### src/rtl/dtab_pkg.sv
package dtab_pkg;
  typedef enum logic [1:0] {
    MODE_REAL = 2'd0,
    MODE_PROT = 2'd1,
    MODE_V86  = 2'd2,
    MODE_RSVD = 2'd3
  } cpu_mode_t;

  typedef enum logic [1:0] {
    ST_OK = 2'd0,
    ST_GP = 2'd1,
    ST_UD = 2'd2
  } verdict_t;

  typedef enum logic {
    PH_IDLE = 1'b0,
    PH_MOVE = 1'b1
  } phase_t;
endpackage

### src/rtl/dtab_access_check.sv
module dtab_access_check #(
  parameter int PRIV_W = 2
) (
  input  logic              is_store,
  input  logic [1:0]        mode,
  input  logic [PRIV_W-1:0] priv,
  input  logic              is_reg,
  output dtab_pkg::verdict_t verdict
);
  import dtab_pkg::*;

  logic in_v86;
  logic guarded;

  assign in_v86  = (cpu_mode_t'(mode) == MODE_V86);
  assign guarded = (cpu_mode_t'(mode) == MODE_PROT) || (cpu_mode_t'(mode) == MODE_RSVD);

  always_comb begin
    verdict = ST_OK;
    if (is_store) begin
      if (is_reg) verdict = ST_UD;
    end else begin
      if (in_v86)                          verdict = ST_GP;
      else if (guarded && (priv != '0))    verdict = ST_GP;
      else if (is_reg)                     verdict = ST_UD;
    end
  end
endmodule

### src/rtl/dtab_regs.sv
module dtab_regs #(
  parameter int LIMIT_W = 16,
  parameter int BASE_W  = 32,
  parameter int NUM_TBL = 2,
  parameter int SEL_W   = (NUM_TBL > 1) ? $clog2(NUM_TBL) : 1
) (
  input  logic               clk,
  input  logic               rst,
  input  logic               wr_en,
  input  logic [SEL_W-1:0]   wr_sel,
  input  logic [LIMIT_W-1:0] wr_limit,
  input  logic [BASE_W-1:0]  wr_base,
  output logic [LIMIT_W-1:0] limit_o [NUM_TBL],
  output logic [BASE_W-1:0]  base_o  [NUM_TBL]
);
  localparam logic [LIMIT_W-1:0] RST_LIMIT = '1;
  localparam logic [BASE_W-1:0]  RST_BASE  = '0;

  for (genvar t = 0; t < NUM_TBL; t++) begin : g_tbl
    logic hit;
    assign hit = wr_en && (wr_sel == SEL_W'(t));
    always_ff @(posedge clk) begin
      if (rst) begin
        limit_o[t] <= RST_LIMIT;
        base_o[t]  <= RST_BASE;
      end else if (hit) begin
        limit_o[t] <= wr_limit;
        base_o[t]  <= wr_base;
      end
    end
  end
endmodule

### src/rtl/dtab_byte_engine.sv
module dtab_byte_engine #(
  parameter int ADDR_W = 32,
  parameter int IMG_W  = 48
) (
  input  logic              clk,
  input  logic              rst,
  input  logic              launch,
  input  logic              launch_we,
  input  logic [ADDR_W-1:0] launch_addr,
  input  logic [IMG_W-1:0]  launch_img,
  output logic              mem_req,
  output logic              mem_we,
  output logic [ADDR_W-1:0] mem_addr,
  output logic [7:0]        mem_wdata,
  input  logic [7:0]        mem_rdata,
  output logic              wr_end,
  output logic              rd_end,
  output logic [IMG_W-1:0]  rd_image
);
  localparam int BYTES = IMG_W / 8;
  localparam int CNT_W = $clog2(BYTES + 1);
  localparam logic [CNT_W-1:0] LAST_ISS = CNT_W'(BYTES);
  localparam logic [CNT_W-1:0] LAST_RX  = CNT_W'(BYTES - 1);

  logic [CNT_W-1:0] iss_q, rx_q;
  logic [IMG_W-1:0] sh_q, asm_q;
  logic             pend_q;

  always_ff @(posedge clk) begin
    if (rst) begin
      mem_req   <= 1'b0;
      mem_we    <= 1'b0;
      mem_addr  <= '0;
      mem_wdata <= '0;
      sh_q      <= '0;
      iss_q     <= '0;
    end else if (launch) begin
      mem_req   <= 1'b1;
      mem_we    <= launch_we;
      mem_addr  <= launch_addr;
      mem_wdata <= launch_img[7:0];
      sh_q      <= launch_img >> 8;
      iss_q     <= CNT_W'(1);
    end else if (mem_req) begin
      if (iss_q == LAST_ISS) begin
        mem_req <= 1'b0;
        mem_we  <= 1'b0;
      end else begin
        mem_addr  <= mem_addr + ADDR_W'(1);
        mem_wdata <= sh_q[7:0];
        sh_q      <= sh_q >> 8;
        iss_q     <= iss_q + CNT_W'(1);
      end
    end
  end

  always_ff @(posedge clk) begin
    if (rst) begin
      pend_q <= 1'b0;
      rx_q   <= '0;
      asm_q  <= '0;
    end else begin
      pend_q <= mem_req && !mem_we;
      if (launch) begin
        rx_q <= '0;
      end else if (pend_q) begin
        asm_q <= rd_image;
        rx_q  <= rx_q + CNT_W'(1);
      end
    end
  end

  assign rd_image = {mem_rdata, asm_q[IMG_W-1:8]};
  assign wr_end   = mem_req && mem_we && (iss_q == LAST_ISS);
  assign rd_end   = pend_q && (rx_q == LAST_RX);
endmodule

### src/rtl/dtab_move_unit.sv
module dtab_move_unit #(
  parameter int ADDR_W   = 32,
  parameter int LIMIT_W  = 16,
  parameter int BASE_W   = 32,
  parameter int NARROW_W = 24,
  parameter int PRIV_W   = 2
) (
  input  logic               clk,
  input  logic               rst,
  input  logic               start,
  input  logic               op_store,
  input  logic               tbl_sel,
  input  logic [ADDR_W-1:0]  opnd_addr,
  input  logic [1:0]         cpu_mode,
  input  logic [PRIV_W-1:0]  cur_priv,
  input  logic               opnd_is_reg,
  input  logic               wide_op,
  input  logic               legacy_gen,
  output logic               mem_req,
  output logic               mem_we,
  output logic [ADDR_W-1:0]  mem_addr,
  output logic [7:0]         mem_wdata,
  input  logic [7:0]         mem_rdata,
  output logic               busy,
  output logic               done,
  output logic [1:0]         status,
  output logic [LIMIT_W-1:0] gtab_limit,
  output logic [BASE_W-1:0]  gtab_base,
  output logic [LIMIT_W-1:0] itab_limit,
  output logic [BASE_W-1:0]  itab_base
);
  import dtab_pkg::*;

  localparam int NUM_TBL = 2;
  localparam int IMG_W   = LIMIT_W + BASE_W;
  localparam int TOP_W   = BASE_W - NARROW_W;
  localparam logic [BASE_W-1:0] NARROW_MASK = {{TOP_W{1'b0}}, {NARROW_W{1'b1}}};

  verdict_t           verdict;
  phase_t             phase_q;
  logic               cur_store_q, cur_sel_q, cur_wide_q;
  logic               launch, commit, wr_end, rd_end;
  logic [IMG_W-1:0]   launch_img, rd_image;
  logic [BASE_W-1:0]  src_base, img_base, raw_base, new_base;
  logic [LIMIT_W-1:0] lim_arr  [NUM_TBL];
  logic [BASE_W-1:0]  base_arr [NUM_TBL];

  dtab_access_check #(.PRIV_W(PRIV_W)) u_check (
    .is_store (op_store),
    .mode     (cpu_mode),
    .priv     (cur_priv),
    .is_reg   (opnd_is_reg),
    .verdict  (verdict)
  );

  assign launch   = (phase_q == PH_IDLE) && start && (verdict == ST_OK);
  assign src_base = base_arr[tbl_sel];
  assign img_base = legacy_gen ? {{TOP_W{1'b1}}, src_base[NARROW_W-1:0]} : src_base;
  assign launch_img = {img_base, lim_arr[tbl_sel]};

  dtab_byte_engine #(.ADDR_W(ADDR_W), .IMG_W(IMG_W)) u_engine (
    .clk         (clk),
    .rst         (rst),
    .launch      (launch),
    .launch_we   (op_store),
    .launch_addr (opnd_addr),
    .launch_img  (launch_img),
    .mem_req     (mem_req),
    .mem_we      (mem_we),
    .mem_addr    (mem_addr),
    .mem_wdata   (mem_wdata),
    .mem_rdata   (mem_rdata),
    .wr_end      (wr_end),
    .rd_end      (rd_end),
    .rd_image    (rd_image)
  );

  assign raw_base = rd_image[IMG_W-1:LIMIT_W];
  assign new_base = cur_wide_q ? raw_base : (raw_base & NARROW_MASK);
  assign commit   = (phase_q == PH_MOVE) && !cur_store_q && rd_end;

  dtab_regs #(.LIMIT_W(LIMIT_W), .BASE_W(BASE_W), .NUM_TBL(NUM_TBL)) u_regs (
    .clk      (clk),
    .rst      (rst),
    .wr_en    (commit),
    .wr_sel   (cur_sel_q),
    .wr_limit (rd_image[LIMIT_W-1:0]),
    .wr_base  (new_base),
    .limit_o  (lim_arr),
    .base_o   (base_arr)
  );

  always_ff @(posedge clk) begin
    if (rst) begin
      phase_q     <= PH_IDLE;
      done        <= 1'b0;
      status      <= ST_OK;
      cur_store_q <= 1'b0;
      cur_sel_q   <= 1'b0;
      cur_wide_q  <= 1'b0;
    end else begin
      done <= 1'b0;
      case (phase_q)
        PH_IDLE: begin
          if (start) begin
            if (verdict != ST_OK) begin
              done   <= 1'b1;
              status <= verdict;
            end else begin
              phase_q     <= PH_MOVE;
              cur_store_q <= op_store;
              cur_sel_q   <= tbl_sel;
              cur_wide_q  <= wide_op;
            end
          end
        end
        default: begin
          if ((cur_store_q && wr_end) || (!cur_store_q && rd_end)) begin
            done    <= 1'b1;
            status  <= ST_OK;
            phase_q <= PH_IDLE;
          end
        end
      endcase
    end
  end

  assign busy       = (phase_q == PH_MOVE);
  assign gtab_limit = lim_arr[0];
  assign gtab_base  = base_arr[0];
  assign itab_limit = lim_arr[1];
  assign itab_base  = base_arr[1];
endmodule

### config.mk
export PLATFORM = sky130hd
export DESIGN_NAME = dtab_move_unit
export DESIGN_NICKNAME = d
export VERILOG_FILES = /design/src/rtl/dtab_pkg.sv /design/src/rtl/dtab_access_check.sv /design/src/rtl/dtab_regs.sv /design/src/rtl/dtab_byte_engine.sv /design/src/rtl/dtab_move_unit.sv
export SDC_FILE = /design/constraint.sdc
export NUM_CORES = 1
export LEC_CHECK = 0
export BUFFER_PORTS_ARGS = -buffer_cell sky130_fd_sc_hd__buf_2
export CORE_ASPECT_RATIO = 0.9
export CORE_MARGIN = 1
export CORE_UTILIZATION = 45
export CTS_CLUSTER_DIAMETER = 150
export DETAILED_ROUTE_END_ITERATION = 10
export HOLD_SLACK_MARGIN = 0.15
export PLACE_DENSITY = 0.77
export SYNTH_ARGS = -nofsm -noshare
export SYNTH_HDL_FRONTEND = slang
export SYNTH_SLANG_ARGS = --single-unit
### constraint.sdc
create_clock -name clk -period 2.46 [get_ports clk]
set_input_delay 0.738 -clock clk [delete_from_list [all_inputs] [get_ports clk]]
set_output_delay 0.738 -clock clk [all_outputs]
set_load 0.02 [all_outputs]
==> flow_summary.ini <==
[synthesis]
yosys_most_used_dff = dfxtp_1
synthMuxAreaShare_pct = 0
syn-num-nets = 1267
synth_area_mm2 = 0.00968
synthDominantCellAreaShare_pct = 48.0
synth_top_family_by_area = simple AND/OR/NAND/NOR gates
synth_commonest_cells = 363 x nand2_1, 232 x dfxtp_1, 121 x a21oi_1, 92 x clkbuf_1, 65 x a211oi_1
syn_area_per_cell_um2 = 8.00
synthSimpleGateAreaFrac_pct = 27.0
ys_warn_count = 0
synth_xor_area_share_pct = 2.80
ys_seq_area_share_pct = 48.0
ys_types = 42
synth_top_cell_by_area = dfxtp_1
syn_inst = 1210
netlist_top_cells_area = dfxtp_1 48%, nand2_1 14%, a21oi_1 6.3%
yosysMostFrequentCell = nand2_1
synthAdderAreaFrac_pct = 0.646
synth_edf_count = 0
async_flop_share_pct = 0
ys_seq_elements = 232
synth_compound_gate_area_share_pct = 17.5

[finish]
fin_nets = 1416
final_util_pct = 56.2
area_growth_pct = 21.7
nFillCells = 1932
register_area_mm2 = 0.00464
antenna-diode-count = 0
drive_gt1_share_pct = 19.9
multi_input_area_mm2 = 0.00467

[sta]
maxSlewHeadroom_pct = 61.7
period_minus_slack_ns = 2.28
max_freq_mhz = 439
fin_ws_ns = 0.183
rsz0062_at_grt = false
hold_viol = 0
slew_violations = 0
tightest_slew_ns = 0.574
fin_crit_sh_pct = 92.6
setup_violations = 0
finalClockSkew_ns = 0.0121
setup_tns_ns = 0

[placement]
hpwl_mm = 18.7
portBuffers = 193
globalplace.congestion = 0.921
post-place-ws_ns = 0.108

[power]
pwr-share-clk_pct = 43.7
p_sw_share_pct = 24.3
power.leakage_nw = 4.44
p_sw_mw = 1.99
combPwrFrac_pct = 7.8
internal_power_mw = 6.21
p_per_area_mw_per_mm2 = 696
max-vdd-ir-drop_uv = 487
pwr-share-seq_pct = 48.5
finalPower_mw = 8.20

[clocking]
cts.clk_slew.worst_paths_ns = 0.06
cts_root_buf = clkbuf_16
cts_setup_buffers = 0
cts-buffers-inserted = 24
cts_resized = 0
cts_sinks = 232
cts_max_path_buffers = 3
cts-htree-levels = 1
cts_hold_buf = 0
cts_tree = built
clk_latency_ns = 0.52

[status]
status = finished, final reports clean

[setup_path]
r2r_start = u_engine.iss_q[0]
end_kind = flip-flop
required_ns = 2.85
rrSetupSlack_ns = 0.18
crit_path_max_incr_delay_ns = 0.44
cp.buffers_inverters = 2
crit_start = u_engine.iss_q[0]
worst_path_max_delay_cell = buf_4
path_class = flip-flop to flip-flop
crit_family = compound AO/OA/AOI/OAI gates
start_kind = flip-flop
critPathMaxFanout = 40
crit_arrival_ns = 2.66
crit_chain = inv_1 > ha_1 > a21boi_4 > buf_4 > nand4_1 > o21ai_1 > o41a_1 > o22ai_1

[detailed_routing]
drt-initial-drc-count = 910
via_count = 9338
firstDrtPassIters = 5
wire_per_inst_um = 17.0
antenna_left = 0
drt_wl_total_mm = 28.3
remaining_drc_errors = 0
vias_per_cell = 5.62

[global_route]
grt_overflow = 0
grt_pass1_vias = 8379
grt_max_degree = 107
grt.total_usage_pct = 25.1
antenna_found_initial = 0
grt_pass1_wl_mm = 44.8

[floorplanning]
die_width_um = 157
rows = 50
die-area_mm2 = 0.0221
initial_utilization_pct = 46.2
fp.coreArea_mm2 = 0.0210
num_io_pins = 194
fp.dieH_um = 141

[worst_hold_path]
hp-class = primary input to flip-flop
min_from = opnd_addr[27]

[flow_run]
cap_violations = 0
-- kinds of logic (layout without fill, tap and decap cells) --
family,Yosys count,after routing
and+or+nand+nor,581,581
xor gates and xnor gates,31,31
buffers and inverters,105,270
adders and majority gates,5,5
DFF,232,232
AOI/OAI and AO/OA,256,256
-- layout make-up --
class                      count  share of cell area (%)
inverter                       7                   0.223
clock buffer                  35                    6.05
sequential                   232                    39.4
multi-input combinational    873                    39.6
tap                          286                    3.04
timing repair buffer         221                    11.1
clock inverter                 7                   0.542
-- cell usage in the layout, fill, tap and decap left out, types with 4 or more instances in the layout --
cell type and count:
clkbuf_1 5, xor2_1 15, o21ai_1 4, a211oi_1 65
buf_2 192, buf_12 10, a311oi_1 44, nor2_1 44
nand3b_1 15, clkbuf_16 25, nand4_1 11, xnor2_1 16
nor4_2 5, ha_1 5, nor2b_1 48, nand3_1 48
dfxtp_1 232, and3_1 6, a2111oi_0 8, clkbuf_8 5
inv_1 6, and4_1 5, nor3_1 17, a21oi_1 121
nand2_1 363, buf_4 18, clkinv_2 5
-- power by group through the flow --
stage / sequential (mW) / clock, mW / combinational, mW
floorplan: 4.09 / 0 / 0.350
global placement: 4.05 / 0 / 0.623
detailed placement: 4.06 / 0 / 0.632
CTS: 3.98 / 3.63 / 0.636
global route: 3.99 / 3.79 / 0.692
finish: 3.98 / 3.59 / 0.636
-- stage by stage --
step | hold slack [ns] | instances | area (um2)
after global routing | 0.469 | 1661 | 11800
after detailed placement | 0.461 | 1619 | 11000
final | 0.459 | 1661 | 11800
after global placement | 0.458 | 1619 | 11000
after floorplan | 0.450 | 1210 | 9680
after CTS | 0.448 | 1661 | 11800
-- worst register-to-register path: cells and delay by family (launching register included) --
family	cells	cell delay, ns
fa+ha+maj	1	0.25
buf+inv	2	0.50
simple gates	1	0.27
flops	1	0.38
compound gates	4	0.74
-- metal layers --
layer / global-route usage (%) / up-vias / part of all wire, %
li1: - / 4478 / -
met1: 35.9 / 4443 / 46
met2: 38.9 / 358 / 45
met3: 3.41 / 59 / 6.7
met4: 8.00 / 0 / 2.9
met5: 0 / - / 0
-- path summary, 6_finish.rpt --
check,to,cells after the start
hold reg to reg,u_engine.pend_q,1
setup / recovery,u_engine.mem_addr[28],8
setup reg to reg,u_engine.mem_addr[28],8
hold / removal,u_engine.mem_addr[27],3
-- registers in the layout, summed over array words and instances (netlist names), 2 cells and up --
name                count
status                  2
u_engine.asm_q         40
u_engine.iss_q          3
u_engine.mem_addr      32
u_engine.mem_wdata      8
u_engine.rx_q           3
u_engine.sh_q          40
u_regs.base_o          64
u_regs.limit_o         32
No activity file was read; power rests on OpenSTA's default activity.
